File: config.mk
export PLATFORM = sky130hd
export DESIGN_NAME = tx_fifo_packer
export DESIGN_NICKNAME = d
export VERILOG_FILES = /design/src/rtl/tfp_pkg.sv /design/src/rtl/tfp_unpack.sv /design/src/rtl/tfp_ring.sv /design/src/rtl/tfp_flags.sv /design/src/rtl/tx_fifo_packer.sv
export SDC_FILE = /design/constraint.sdc
export NUM_CORES = 1
export LEC_CHECK = 0
export BUFFER_PORTS_ARGS = -buffer_cell sky130_fd_sc_hd__buf_2
export CAP_MARGIN = 10
export CORE_MARGIN = 2
export CORE_UTILIZATION = 40
export CTS_BUF_LIST = sky130_fd_sc_hd__clkbuf_8
export DETAILED_ROUTE_END_ITERATION = 6
export PLACE_DENSITY_LB_ADDON = 0.12
export SETUP_SLACK_MARGIN = 0.05
export SLEW_MARGIN = 20
export SYNTH_ARGS = -nofsm -noshare
export SYNTH_HDL_FRONTEND = slang
export SYNTH_SLANG_ARGS = --single-unit
File: constraint.sdc
create_clock -name clk -period 3.4 [get_ports clk]
set_clock_uncertainty 0.1 [all_clocks]
set_input_delay 0.34 -clock clk [delete_from_list [all_inputs] [get_ports clk]]
set_output_delay 0.34 -clock clk [all_outputs]
set_load 0.02 [all_outputs]
File: src/rtl/tfp_pkg.sv
package tfp_pkg;

    localparam int SAMPLE_W = 20;
    localparam int WORD_W   = 32;
    localparam int HALF_W   = 16;

    typedef enum logic [1:0] {
        SZ_16 = 2'd0,
        SZ_18 = 2'd1,
        SZ_20 = 2'd2,
        SZ_12 = 2'd3
    } size_e;

    typedef enum logic {
        ST_IDLE  = 1'b0,
        ST_DRAIN = 1'b1
    } drain_state_e;

    // Left-align a sample of the selected width into SAMPLE_W bits.
    function automatic logic [SAMPLE_W-1:0] widen(input logic [WORD_W-1:0] v, input size_e sz);
        logic [SAMPLE_W-1:0] r;
        unique case (sz)
            SZ_12: r = {v[11:0], 8'b0};
            SZ_16: r = {v[15:0], 4'b0};
            SZ_18: r = {v[17:0], 2'b0};
            SZ_20: r = v[SAMPLE_W-1:0];
        endcase
        return r;
    endfunction

endpackage

File: src/rtl/tfp_unpack.sv
module tfp_unpack
    import tfp_pkg::*;
(
    input  logic [WORD_W-1:0]   word,
    input  size_e               size,
    input  logic                compact_req,
    output logic [SAMPLE_W-1:0] samp0,
    output logic [SAMPLE_W-1:0] samp1,
    output logic                two
);
    localparam int LANES = WORD_W / HALF_W;

    logic [SAMPLE_W-1:0] lane_w [LANES];
    logic                compact_eff;

    // Packed writes only make sense for the two narrow sizes.
    assign compact_eff = compact_req && (size == SZ_16 || size == SZ_12);

    for (genvar l = 0; l < LANES; l++) begin : g_lane
        assign lane_w[l] = widen({{(WORD_W-HALF_W){1'b0}}, word[l*HALF_W +: HALF_W]}, size);
    end

    assign samp0 = compact_eff ? lane_w[0] : widen(word, size);
    assign samp1 = lane_w[1];
    assign two   = compact_eff;

endmodule

File: src/rtl/tfp_ring.sv
module tfp_ring #(
    parameter  int DEPTH = 8,
    parameter  int WIDTH = 20,
    localparam int AW    = $clog2(DEPTH),
    localparam int LW    = AW + 1
) (
    input  logic             clk,
    input  logic             rst_n,
    input  logic             wr_req,
    input  logic             wr_two,
    input  logic [WIDTH-1:0] d0,
    input  logic [WIDTH-1:0] d1,
    input  logic             pop,
    output logic             wr_ok,
    output logic [WIDTH-1:0] head0,
    output logic [WIDTH-1:0] head1,
    output logic [LW-1:0]    level,
    output logic [LW-1:0]    lvl_push,
    output logic [LW-1:0]    lvl_next
);
    logic [WIDTH-1:0] mem [DEPTH];
    logic [AW-1:0]    wr_ptr;
    logic [AW-1:0]    rd_ptr;
    logic [LW-1:0]    level_q;
    logic [LW-1:0]    add_n;

    always_comb begin
        if (wr_two) begin
            wr_ok = wr_req && (level_q < LW'(DEPTH - 2));
        end else begin
            wr_ok = wr_req && (level_q < LW'(DEPTH));
        end
        add_n    = wr_ok ? (wr_two ? LW'(2) : LW'(1)) : '0;
        lvl_push = level_q + add_n;
        lvl_next = lvl_push - (pop ? LW'(2) : '0);
    end

    always_ff @(posedge clk) begin
        if (wr_ok) begin
            mem[wr_ptr] <= d0;
            if (wr_two) begin
                mem[wr_ptr + AW'(1)] <= d1;
            end
        end
    end

    always_ff @(posedge clk or negedge rst_n) begin
        if (!rst_n) begin
            wr_ptr  <= '0;
            rd_ptr  <= '0;
            level_q <= '0;
        end else begin
            if (wr_ok) begin
                wr_ptr <= wr_ptr + (wr_two ? AW'(2) : AW'(1));
            end
            if (pop) begin
                rd_ptr <= rd_ptr + AW'(2);
            end
            level_q <= lvl_next;
        end
    end

    assign head0 = mem[rd_ptr];
    assign head1 = mem[rd_ptr + AW'(1)];
    assign level = level_q;

endmodule

File: src/rtl/tfp_flags.sv
module tfp_flags #(
    parameter  int DEPTH = 8,
    localparam int LW    = $clog2(DEPTH) + 1
) (
    input  logic          clk,
    input  logic          rst_n,
    input  logic          pushed,
    input  logic [LW-1:0] lvl_push,
    input  logic          popped,
    input  logic [LW-1:0] lvl_final,
    output logic          empty,
    output logic          half,
    output logic          full,
    output logic          underrun
);
    localparam logic [LW-1:0] HALF_LVL = LW'(DEPTH / 2);
    localparam logic [LW-1:0] FULL_LVL = LW'(DEPTH);

    logic empty_n, half_n, full_n, und_n;

    // Write rules first, then drain rules, matching the event order.
    always_comb begin
        empty_n = empty;
        half_n  = half;
        full_n  = full;
        und_n   = underrun;
        if (pushed) begin
            empty_n = 1'b0;
            und_n   = 1'b0;
            if (lvl_push >= HALF_LVL) half_n = 1'b0;
            if (lvl_push >= FULL_LVL) full_n = 1'b1;
        end
        if (popped) begin
            full_n = 1'b0;
            if (lvl_final <= HALF_LVL) half_n = 1'b1;
            if (lvl_final == '0) begin
                empty_n = 1'b1;
                und_n   = 1'b1;
            end
        end
    end

    always_ff @(posedge clk or negedge rst_n) begin
        if (!rst_n) begin
            empty    <= 1'b1;
            half     <= 1'b1;
            full     <= 1'b0;
            underrun <= 1'b0;
        end else begin
            empty    <= empty_n;
            half     <= half_n;
            full     <= full_n;
            underrun <= und_n;
        end
    end

endmodule

File: src/rtl/tx_fifo_packer.sv
module tx_fifo_packer
    import tfp_pkg::*;
#(
    parameter  int DEPTH = 8,
    localparam int LW    = $clog2(DEPTH) + 1
) (
    input  logic                clk,
    input  logic                rst_n,
    input  logic                wr_en,
    input  logic [WORD_W-1:0]   wr_data,
    input  logic [1:0]          size_sel,
    input  logic                compact_req,
    input  logic                tx_enable,
    input  logic [1:0]          slot_sel,
    input  logic                pair_ready,
    output logic                pair_valid,
    output logic [SAMPLE_W-1:0] pair_left,
    output logic [SAMPLE_W-1:0] pair_right,
    output logic                flag_empty,
    output logic                flag_half,
    output logic                flag_full,
    output logic                flag_underrun
);
    if (DEPTH < 4 || (DEPTH & (DEPTH - 1)) != 0) begin : g_bad_depth
        $error("DEPTH must be a power of two of at least 4");
    end

    localparam logic [LW-1:0] START_LVL = LW'(DEPTH / 2);

    drain_state_e        state_q, state_n;
    logic [SAMPLE_W-1:0] s0, s1;
    logic                two, wr_ok, pop, drain_ok;
    logic [LW-1:0]       level, lvl_push, lvl_next;

    tfp_unpack u_unpack (
        .word        (wr_data),
        .size        (size_e'(size_sel)),
        .compact_req (compact_req),
        .samp0       (s0),
        .samp1       (s1),
        .two         (two)
    );

    tfp_ring #(.DEPTH(DEPTH), .WIDTH(SAMPLE_W)) u_ring (
        .clk      (clk),
        .rst_n    (rst_n),
        .wr_req   (wr_en),
        .wr_two   (two),
        .d0       (s0),
        .d1       (s1),
        .pop      (pop),
        .wr_ok    (wr_ok),
        .head0    (pair_left),
        .head1    (pair_right),
        .level    (level),
        .lvl_push (lvl_push),
        .lvl_next (lvl_next)
    );

    tfp_flags #(.DEPTH(DEPTH)) u_flags (
        .clk       (clk),
        .rst_n     (rst_n),
        .pushed    (wr_ok),
        .lvl_push  (lvl_push),
        .popped    (pop),
        .lvl_final (lvl_next),
        .empty     (flag_empty),
        .half      (flag_half),
        .full      (flag_full),
        .underrun  (flag_underrun)
    );

    assign drain_ok = tx_enable && (slot_sel != 2'b00);

    // State register
    always_ff @(posedge clk or negedge rst_n) begin
        if (!rst_n) state_q <= ST_IDLE;
        else        state_q <= state_n;
    end

    // Next state: start_burst / end_burst
    always_comb begin
        state_n = state_q;
        unique case (state_q)
            ST_IDLE:  if (drain_ok && level >= START_LVL) state_n = ST_DRAIN;
            ST_DRAIN: if (!pop)                           state_n = ST_IDLE;
        endcase
    end

    // Outputs
    always_comb begin
        pair_valid = 1'b0;
        unique case (state_q)
            ST_IDLE:  pair_valid = 1'b0;
            ST_DRAIN: pair_valid = drain_ok && (level >= LW'(2));
        endcase
        pop = pair_valid && pair_ready;
    end

endmodule

== After elaboration in Yosys (flattened, before gate mapping) ==
Memory sizes are Yosys's and may differ from the RTL's.
Cells that the tools add are included.

* Memories kept: 1
* Output and inout port bits: 45
* Bits in writable memories: 160
* Input port bits: 42
* Word-level logic and storage cells: 71
* Register bits after elaboration: 15

* Bitwise logic cells: 1
* Equal/unequal tests: 3
* Add/subtract/negate cells: 6
* Order comparisons: 7
* Multiplexer cells: 31
* Reductions and logical operators: 14

{| class="wikitable"
|+ Memories
! memory !! words !! bits a word !! rd ports !! clocked after memory_dff !! write ports !! RTL line !! source
|-
| u_ring.mem || 8 || 20 || 2 || 0 || 2 || tfp_ring.sv:21 || <nowiki>logic [WIDTH-1:0] mem [DEPTH];</nowiki>
|}

{| class="wikitable"
|+ Operators by type and width
! cell !! number
|-
| $pmux 20 s4 || 3
|-
| $mux 1 || 21
|-
| $mux 20 || 1
|-
| $ge 4x3->1 const B || 2
|-
| $logic_and 1x1->1 || 7
|-
| $add 3x1->3 const B || 2
|-
| $mux 2 || 3
|-
| $reduce_bool 2->1 || 3
|-
| $add 4x4->4 || 1
|-
| $eq 2x2->1 const B || 2
|-
| $ge 4x2->1 const B || 1
|-
| $ge 4x4->1 const B || 1
|-
| $le 4x3->1 const B || 1
|-
| $logic_not 4->1 || 1
|-
| $lt 4x3->1 const B || 1
|-
| $lt 4x4->1 const B || 1
|-
| $mux 4 || 1
|-
| $pmux 1 s2 || 2
|-
| $sub 4x4->4 || 1
|-
| $add 3x2->3 const B || 1
|-
| $add 3x3->3 || 1
|-
| $eq 2x1->1 const B || 1
|-
| $logic_not 2->1 || 1
|-
| $reduce_and 2->1 || 1
|-
| 2 further kinds || 2
|}

== Depth between registers and ports, before layout ==
Gate-level depths: netlist of the first run.

* Depth after elaboration: 11
* Mapped depth: 13
* Gate-level depth less buffers: 12

== By module ==
A second synthesis of the first run with hierarchy kept.

* Cell total of the unflattened synthesis: 606
* Area, all modules: 9479.1 um^2

{| class="wikitable"
|+ Modules (own cells, without submodules)
! module !! seq. area each (um^2) !! area each (um^2) !! cells each !! times used
|-
| tfp_ring || 5029.8 || 8351.8 || 462 || 1
|-
| tfp_unpack || 0.0 || 875.8 || 122 || 1
|-
| tfp_flags || 102.6 || 176.4 || 14 || 1
|-
| tx_fifo_packer || 25.0 || 75.1 || 8 || 1
|}

== Worst setup path before layout of the first run ==
OpenSTA, ideal clock, no wires.

* Path kind: input to register
* From: in size_sel[0]
* To: mem u_ring.mem[0][0] (enable)
* Buffers on the path: 2
* Setup slack: -473 ps
* Data required time: 2846 ps
* Setup time: 454 ps
* Arrival time: 3319 ps
* Cell stages on the path: 7
* Path through: inv_1 ha_1 nor2b_4 buf_6 a21o_2 buf_2 o41ai_1

{| class="wikitable"
|+ RTL lines
! item !! RTL line !! source
|-
| start: declaration || tx_fifo_packer.sv:11 || <nowiki>input logic [1:0] size_sel,</nowiki>
|-
| end: declaration || tfp_ring.sv:21 ||
|}

== Worst setup path after layout of the first run ==
* From: in size_sel[0]
* To: reg u_flags.half

* Elaborated cells on any way between the ends: 15
* Classes of those cells: add/sub: 2; order compare: 2; eq/ne: 1; mux: 7; reduce/logical: 3

{| class="wikitable"
|+ RTL lines
! item !! RTL line !! source
|-
| $eq 2x2->1 / $logic_not 2->1 (equally long branches) || tfp_unpack.sv:17 || <nowiki>assign compact_eff = compact_req && (size == SZ_16 || size == SZ_12);</nowiki>
|-
| $logic_or 1x1->1 (*) || tfp_unpack.sv:17 ||
|-
| $logic_and 1x1->1 (*) || tfp_unpack.sv:17 ||
|-
| $mux 2 / $mux 1 (equally long branches) || tfp_ring.sv:33, tfp_ring.sv:28 ||
|-
| $mux 4 (*) || tfp_ring.sv:33 || <nowiki>add_n = wr_ok ? (wr_two ? LW'(2) : LW'(1)) : '0;</nowiki>
|-
| $add 4x4->4 (*) || tfp_ring.sv:34 || <nowiki>lvl_push = level_q + add_n;</nowiki>
|-
| $sub 4x4->4 (*) || tfp_ring.sv:35 || <nowiki>lvl_next = lvl_push - (pop ? LW'(2) : '0);</nowiki>
|-
| via lvl_next[3] || tx_fifo_packer.sv:33 || <nowiki>logic [LW-1:0] level, lvl_push, lvl_next;</nowiki>
|-
| $le 4x3->1 (*) || tfp_flags.sv:35 || <nowiki>if (lvl_final <= HALF_LVL) half_n = 1'b1;</nowiki>
|-
| $mux 1 (*) || tfp_flags.sv:35 ||
|-
| $mux 1 (*) || tfp_flags.sv:33 || <nowiki>if (popped) begin</nowiki>
|-
| via u_flags.half_n || tfp_flags.sv:19 || <nowiki>logic empty_n, half_n, full_n, und_n;</nowiki>
|-
| end signal: assignment || tfp_flags.sv:51 || <nowiki>half <= half_n;</nowiki>
|-
| end: declaration || tfp_flags.sv:12 || <nowiki>output logic half,</nowiki>
|}

The timed path passes the listed nets; every way through them passes the cells marked *.
A chain may end at the register's enable or synchronous reset.

==> results of run 1 <==
final cells by class:
class                   instances  area (µm²)  share of cell area [%]
flip-flops and latches        174        5160                   48.36
well taps                     313       391.6                   3.670
multi-input cells             373        3801                   35.62
inverters                       9       38.79                  0.3635
clock inverters                15       254.0                   2.380
clock buffers                  17       234.0                   2.193
repair buffers                127       790.8                   7.411
metrics by stage:
stage | power [µW] | util [%] | cells | hold slack (ps) | setup slack (ps)
after global placement | 5754 | 44.66 | 995 | 149.3 | 271.1
after detailed placement | 5803 | 44.66 | 995 | 155.3 | 180.2
after CTS | 7561 | 46.84 | 1028 | 67.35 | 567.7
after floorplan | 4826 | - | 613 | -55.59 | 63.96
after global routing | 7841 | 46.84 | 1028 | 80.52 | 499.1
final | 7490 | 46.84 | 1028 | 87.62 | 634.5
kinds of logic (layout without fill, tap and decap cells):
family | Yosys count | in the layout | synth area share (%)
fa+ha+maj | 12 | 12 | 1.765
simple gates | 77 | 77 | 4.466
flops | 174 | 174 | 55.12
buf+inv | 66 | 168 | 4.828
compound gates | 76 | 76 | 6.325
xor+xnor | 8 | 8 | 0.7489
mux | 200 | 200 | 26.75
Yosys cell counts, types with 2 or more instances:
cell type / count / share of area [%]
a21oi_1: 4 / 0.21
a221o_1: 2 / 0.21
a222oi_1: 24 / 2.6
a22o_1: 3 / 0.28
a22oi_1: 5 / 0.40
and3_1: 2 / 0.13
and3_2: 2 / 0.16
buf_1: 13 / 0.52
buf_12: 6 / 1.3
buf_2: 18 / 0.96
buf_4: 5 / 0.40
buf_6: 5 / 0.60
buf_8: 2 / 0.32
clkbuf_1: 8 / 0.32
dfrtp_1: 12 / 3.2
dfstp_2: 2 / 0.56
edfxtp_1: 160 / 51
fa_1: 2 / 0.43
ha_1: 10 / 1.3
inv_1: 7 / 0.28
mux2i_1: 160 / 17
mux4_2: 40 / 9.6
nand2_1: 40 / 1.6
nand2b_1: 2 / 0.13
nor2_1: 6 / 0.24
nor2b_1: 2 / 0.13
nor3_1: 4 / 0.21
o21a_1: 2 / 0.16
o21ai_0: 4 / 0.21
o21ai_1: 18 / 0.96
o22ai_1: 2 / 0.13
o31ai_1: 3 / 0.24
or2_2: 9 / 0.60
xnor2_1: 5 / 0.47
xor2_1: 3 / 0.28
per-layer routing:
layer	share of wire [%]	vias up	GRT usage [%]
met5	0	-	0
met4	1.3	0	5.024
met3	5.4	20	3.442
met2	49	224	35.19
met1	44	3088	28.99
li1	-	2624	-
registers in the layout, summed over array words and instances, names as in the netlist:
name,flops
u_ring.wr_ptr,3
u_ring.level,4
u_ring.rd_ptr,2
u_flags.empty,1
state_q,1
u_flags.underrun,1
u_flags.half,1
u_ring.mem,160
u_flags.full,1
placed cells by master (no fill, tap or decap), types with 5 or more instances in the layout:
cell,n
a22oi_1,5
mux2i_1,160
bufinv_16,6
or2_2,9
clkbuf_8,17
a222oi_1,24
inv_1,7
buf_2,86
buf_4,36
xnor2_1,5
o21ai_1,18
ha_1,10
dfrtp_1,10
nand2_1,40
edfxtp_1,160
mux4_2,40
inv_6,5
nor2_1,6
repair_timing:
item | 4_1_cts | 5_1_grt
setup buffers | 0 | 0
hold endpoints to repair | 14 | 0
hold buffers | 1 | 0
critical path, cell delays in order:
cell	delay, ps
buf_2	110
inv_1	60
ha_1	330
nor2b_4	270
inv_6	70
nor3_1	340
fa_1	470
inv_1	70
ha_1	150
ha_1	160
xor2_1	190
xnor2_1	150
o32ai_1	300
where the power goes:
| group | total (µW) | switching (µW) | internal, µW |
|---|---|---|---|
| registers | 2990 | 233 | 2750 |
| logic | 2740 | 1610 | 1130 |
| clock network | 1760 | 800 | 965 |
worst paths after layout:
kind	from	endpoint	slack (ps)
worst max register to register	u_ring.level[3]	u_flags.half	670
max in group asynchronous	rst_n	u_flags.empty	2700
min in group asynchronous	rst_n	state_q	210
worst min-delay path	pair_ready	state_q	90
worst max-delay path	size_sel[0]	u_flags.half	630
worst min register to register	state_q	state_q	360
==> flow_summary.yaml, run 1 <==
global_route:
  overflow: 0
  grt_pass1_wl_um: 38080
  grt_start_max_net_pins: 41
  track_usage_pct: 21.09
  antenna_found_initial: 0
  grt_pass1_vias: 6264
cells_and_area:
  layout-drive-gt1-share_pct: 32.17
  final_cell_area_um2: 10670
  antenna_cells: 0
  area_growth_pct: 14.04
  layout.nets: 756
  fillers: 2055
route:
  drc_errors: 11
  vias_per_cell: 5.794
  drtIter0Drc: 628
  num_vias: 5956
  totalWireLength_um: 24940
  ant_nets: 0
  firstDrtPassIters: 7
  routedWlPerCell_um: 24.26
synth:
  ys.warnings.count: 0
  synth_enable_flop_cells: 160
  async_flop_share_pct: 8.046
  syn_nets: 667
  synth_area_um2: 9356
  synth_ff_type: "edfxtp_1"
  ys_types: 56
  ys_seq_area_share_pct: 55.12
  synth_seq_cells: 174
  syn-instance-count: 613
  synth_area_per_cell_um2: 15.26
setup_path:
  arrival_ps: 3030
  crit_required_ps: 3670
  worstPathMaxFanout: 6
  start_kind: "input pin"
  critPathCaptureType: "flip-flop"
  reg2reg_depth: 9
  path_class: "in2reg"
floorplanning:
  initial_core_util_pct: 41.08
  io-pin-count: 87
  coreArea_um2: 22780
  dieArea_um2: 24630
  die_w_um: 156.9
  die_h_um: 156.9
  rows: 55
timing:
  rsz0062_at_grt: "false"
  fin_crit_ps: 2765
  setup_tns_ps: 0
  maxSlewViolCount: 0
  hold_viol_final: 0
  layout_worst_path_cycle_share_pct: 81.34
  fmax_ghz: 0.3616
  finalSetupViolations: 0
  slew_headroom_pct: 30.19
  worst-slew-pin-transition_ps: 1047
placement:
  place_congestion: 0.8356
  port_buffers: 86
  dp_hpwl_um: 16610
  dpl_cell_area_um2: 10170
outcome:
  violations: "DRC"
  outcome: "finished, violations left"
clock_network:
  clk_pin_slew_ps: 100
  clock-root-buffer: "clkbuf_8"
  clk_path_buf_depth: 2
  htree_levels: 4
  cts_tree: "yes"
  cts.repair.resized: 0
  clkLatencyLatePin_ps: 450
  clock-sinks: 174
  cts_buffers: 17
power_and_ir_drop:
  power_per_cell_area_nw_per_um2: 702.0
  p_leak_uw: 0.004215
  peakVddDrop_mv: 0.3661
hold_path:
  hold_path_depth: 3
  hold_path.class: "in2reg"
job:
  maxCapViolations: 0
No activity file was read; power rests on OpenSTA's default activity.
==> inputs of run 2 (changes only) <==
==> constraint.sdc (replaced) <==
create_clock -name clk -period 2.84 [get_ports clk]
set_clock_uncertainty 0.1 [all_clocks]
set_input_delay 0.284 -clock clk [delete_from_list [all_inputs] [get_ports clk]]
set_output_delay 0.284 -clock clk [all_outputs]
set_load 0.02 [all_outputs]
==> flow_summary.yaml, run 2 (synthesis results as in run 1) <==
cells_and_area:
  register_area_um2: 5160
  layout.nets: 769
  top_register: "u_ring.mem"
  final_cell_area_um2: 10760
  multi_input_area_um2: 3806
  antenna_cells: 0
  area_growth_pct: 14.98
  final_cell_mix: "mux2i_1 (160), edfxtp_1 (160), buf_2 (86), buf_4 (44)"
  fillers: 2025
  layout-drive-gt1-share_pct: 33.38
  largest_register_ffs: 160
setup_path:
  crit_path_top_delay_cell: "fa_1"
  crit_top_cell: "ha_1"
  worstPathMaxFanout: 5
  crit_buf_inv: 2
  start_kind: "flip-flop"
  path_class: "reg2reg"
  cp_top_family: "adder cells"
  slowest_delay_ps: 500
  crit_chain: "and2_2 > nor3_1 > buf_4 > fa_1 > inv_1 > ha_1 > ha_1 > xor2_1 > xnor2_1 > o32ai_1"
  critPathCaptureType: "flip-flop"
  arrival_ps: 2950
  crit_required_ps: 3100
clock_network:
  cts_tree: "yes"
  clk_path_buf_depth: 2
  clock-root-buffer: "clkbuf_8"
  clk_pin_slew_ps: 100
  htree_levels: 4
  clkLatencyLatePin_ps: 450
  cts_buffers: 17
  clock-sinks: 174
  post_cts_buffers: 0
placement:
  port_buffers: 86
  dpl_cell_area_um2: 10330
  post-place-ws_ps: -138.9
  place_congestion: 0.8431
  dp_hpwl_um: 16880
route:
  drc_errors: 1
  totalWireLength_um: 24680
  drtIter0Drc: 614
  vias_per_cell: 5.677
  firstDrtPassIters: 7
  num_vias: 5910
  routedWlPerCell_um: 23.71
  ant_nets: 0
power_and_ir_drop:
  p_leak_uw: 0.004267
  power_per_cell_area_nw_per_um2: 805.7
  peakVddDrop_mv: 0.5969
floorplanning:
  coreArea_um2: 22780
  initial_core_util_pct: 41.08
  die_w_um: 156.9
  dieArea_um2: 24630
  io-pin-count: 87
  die_h_um: 156.9
  rows: 55
outcome:
  outcome: "finished, violations left"
  violations: "DRC"
timing:
  setup_slack_ps: 149.8
  finalSetupViolations: 0
  worst-slew-pin-transition_ps: 1079
  hold_viol_final: 0
  layout_worst_path_cycle_share_pct: 94.73
  setup_tns_ps: 0
  fin_crit_ps: 2690
  rsz0062_at_grt: "false"
  fmax_ghz: 0.3717
  maxSlewViolCount: 0
  slew_headroom_pct: 28.06
global_route:
  grt_pass1_vias: 6178
  overflow: 0
  grt_start_max_net_pins: 31
  track_usage_pct: 20.86
  grt_pass1_wl_um: 37490
  antenna_found_initial: 0
hold_path:
  hold_path.class: "in2reg"
job:
  maxCapViolations: 0
==> run 2: cell types whose count changed in the layout (fill, tap and decap cells not counted), sizes merged <==
cell	change
buf	+13
clkinv	+4
inv	+1
bufinv	-5
==> run 2: worst paths after layout <==
path                            startpoint              end  slack [ps]  cells after the start
hold / removal                  pair_ready          state_q          40                      3
setup / recovery           u_ring.level[1]     u_flags.half         150                     10
hold reg to reg                    state_q          state_q         360                      1
setup reg to reg           u_ring.level[1]     u_flags.half         150                     10
min in group asynchronous            rst_n  u_ring.level[3]         150                      2
max in group asynchronous            rst_n    u_flags.empty        2200                      2
==> run 2: metrics by stage <==
| step | total power [µW] | util, % | hold WS, ps | std cells |
|---|---|---|---|---|
| after global routing | 9110 | 47.23 | 22.38 | 1041 |
| after detailed placement | 7013 | 45.36 | 102.8 | 1008 |
| final | 8668 | 47.23 | 35.28 | 1041 |
| after CTS | 8772 | 47.21 | 3.913 | 1041 |
| after global placement | 6931 | 45.36 | 93.46 | 1008 |
| after floorplan | 5783 | - | -111.6 | 613 |
==> run 2: layer usage <==
layer	global-route usage, %	vias up	part of all wire [%]	routed length, µm
met2	34.40	224	48	11960
met5	0	-	0	0
met4	4.980	0	1.2	308
met3	4.873	18	6.2	1518
li1	-	2660	-	-
met1	28.07	3008	44	10900
==> run 2: worst min-delay path: stages <==
cell and delay [ps]:
buf_2 80, nand2_1 100, o31ai_1 90
==> run 2: timing repair <==
action                     in CTS  in global routing
hold buffers                    1                  0
gates resized for setup         0                  1
hold endpoints to repair       14                  0
setup endpoints to repair       0                  2
==> run 2: power by group <==
group	switching (µW)	leakage (µW)	internal [µW]
logic	1950	0.00242	1400
clock network	1010	0.000208	745
registers	263	0.00164	3300
==> run 2: cell type report <==
| type | count | area share (%) |
|---|---|---|
| clock buffer | 17 | 2.175 |
| clock inverter | 15 | 1.640 |
| inverter | 9 | 0.3605 |
| multi-input combinational | 373 | 35.38 |
| sequential | 174 | 47.96 |
| tap | 313 | 3.640 |
| timing repair buffer | 140 | 8.839 |
==> inputs of run 3 (changes only) <==
--- a/config.mk
+++ b/config.mk
@@ -12,6 +12,7 @@
 export CTS_BUF_LIST = sky130_fd_sc_hd__clkbuf_8
 export DETAILED_ROUTE_END_ITERATION = 6
 export PLACE_DENSITY_LB_ADDON = 0.12
+export REMOVE_ABC_BUFFERS = 1
 export SETUP_SLACK_MARGIN = 0.05
 export SLEW_MARGIN = 20
 export SYNTH_ARGS = -nofsm -noshare
==> flow_summary.yaml, run 3 (synthesis results as in run 1) <==
outcome:
  outcome: "finished, violations left"
  violations: "DRC"
floorplanning:
  die_h_um: 156.9
  coreArea_um2: 22780
  rows: 55
  die_w_um: 156.9
  dieArea_um2: 24630
  io-pin-count: 87
  initial_core_util_pct: 41.08
timing:
  setup_slack_ps: 221.6
  maxSlewViolCount: 0
  worst-slew-pin-transition_ps: 732.7
  fin_crit_ps: 2618
  finalSetupViolations: 0
  setup_tns_ps: 0
  layout_worst_path_cycle_share_pct: 92.20
  fmax_ghz: 0.3819
  hold_viol_final: 0
  slew_headroom_pct: 51.15
  rsz0062_at_grt: "false"
clock_network:
  clk_path_buf_depth: 2
  clock-root-buffer: "clkbuf_8"
  cts_tree: "yes"
  clk_pin_slew_ps: 90
  clkLatencyLatePin_ps: 460
  htree_levels: 4
  clock-sinks: 174
  cts_buffers: 17
cells_and_area:
  layout.nets: 779
  layout-drive-gt1-share_pct: 34.28
  area_growth_pct: 16.10
  top_register: "u_ring.mem"
  final_cell_mix: "mux2i_1 (160), edfxtp_1 (160), buf_2 (86), buf_4 (49)"
  fillers: 2015
  largest_register_ffs: 160
placement:
  dp_hpwl_um: 17200
  post-place-ws_ps: -180.8
  place_congestion: 0.8127
  port_buffers: 86
setup_path:
  timing.rr.start: "u_ring.level[3]"
  critPathCaptureType: "flip-flop"
  r2r_end: "u_flags.half"
  start_kind: "flip-flop"
  critPathLaunch: "u_ring.level[3]"
  crit_required_ps: 3110
  reg2reg_depth: 10
  worstPathMaxFanout: 6
  regToRegSetupSlack_ps: 220
  crit_end: "u_flags.half"
  path_class: "reg2reg"
  arrival_ps: 2890
global_route:
  track_usage_pct: 21.96
  grt_pass1_wl_um: 39010
  grt_pass1_vias: 6110
  grt_start_max_net_pins: 32
  overflow: 0
  antenna_found_initial: 1
power_and_ir_drop:
  p_leak_uw: 0.004312
  power_per_cell_area_nw_per_um2: 808.4
  peakVddDrop_mv: 0.3507
  p_total_uw: 8781
route:
  num_vias: 6050
  vias_per_cell: 5.751
  routedWlPerCell_um: 24.74
  totalWireLength_um: 26030
  ant_nets: 0
  drtIter0Drc: 682
  firstDrtPassIters: 7
  drc_errors: 15
job:
  maxCapViolations: 0
hold_path:
  hold_path.class: "in2reg"
==> run 3: changes by cell type in the layout (fill, tap and decap cells not counted), sizes merged <==
| cell | previous run | this run |
|---|---|---|
| diode | 0 | 1 |
| clkinvlp | 1 | 3 |
| bufinv | 1 | 2 |
| dlygate4sd3 | 1 | 2 |
| inv | 16 | 13 |
| buf | 139 | 148 |
==> run 3: how the worst min path moves through the flow <==
stage | slack [ps] | end | start | cells past startpoint
after floorplan | -110 | state_q | rst_n | 0
after global placement | 100 | u_ring.level[2] | rst_n | 1
after detailed placement | 100 | state_q | rst_n | 1
after CTS | 3 | state_q | tx_enable | 3
after global routing | 70 | state_q | tx_enable | 3
final | 40 | state_q | tx_enable | 3
==> run 3: final cells by class <==
cell class / count / area, µm² / area share [%]
antenna: 1 / 2.502 / 0.02304
clock buffer: 17 / 234.0 / 2.154
sequential: 174 / 5160 / 47.50
tap: 313 / 391.6 / 3.605
inverter: 9 / 38.79 / 0.3571
timing repair buffer: 150 / 1079 / 9.929
multi-input combinational: 373 / 3796 / 34.95
clock inverter: 15 / 161.4 / 1.486
==> run 3: timing repair <==
action,CTS,global route
buffers inserted,0,0
resized for setup,0,2
hold endpoints to repair,15,0
hold buffers,2,0
endpoints found under the setup margin,0,2
==> run 3: report_power, final <==
group          total, µW  switching, µW  internal [µW]
Sequential          3610            314           3290
Clock               1770            978            794
Combinational       3400           1940           1470
Total               8780           3230           5550
==> run 3: through the flow <==
step | util, % | std cells | instance area, µm² | hold slack, ps
floorplan | - | 556 | 8944 | -111.6
global placement | 45.83 | 1017 | 10440 | 101.8
detailed placement | 45.83 | 1017 | 10440 | 100.0
CTS | 47.65 | 1051 | 10850 | 2.813
global route | 47.69 | 1052 | 10860 | 68.96
finish | 47.69 | 1052 | 10860 | 38.69
==> run 3: layer usage <==
layer / vias to the layer above / global-route usage [%] / wire length [µm]
met2: 252 / 36.19 / 12940
met5: - / 0 / 0
met4: 0 / 5.636 / 318
met3: 17 / 4.653 / 1700
li1: 2678 / - / -
met1: 3103 / 29.68 / 11070
==> run 3: critical path, cell delays in order, from the launching register on <==
cell,delay (ps)
dfrtp_1,420
nand2b_4,210
nor2_1,60
ha_1,210
fa_1,490
inv_1,40
ha_1,190
ha_1,190
xor2_1,160
xnor2_1,170
o32ai_1,290
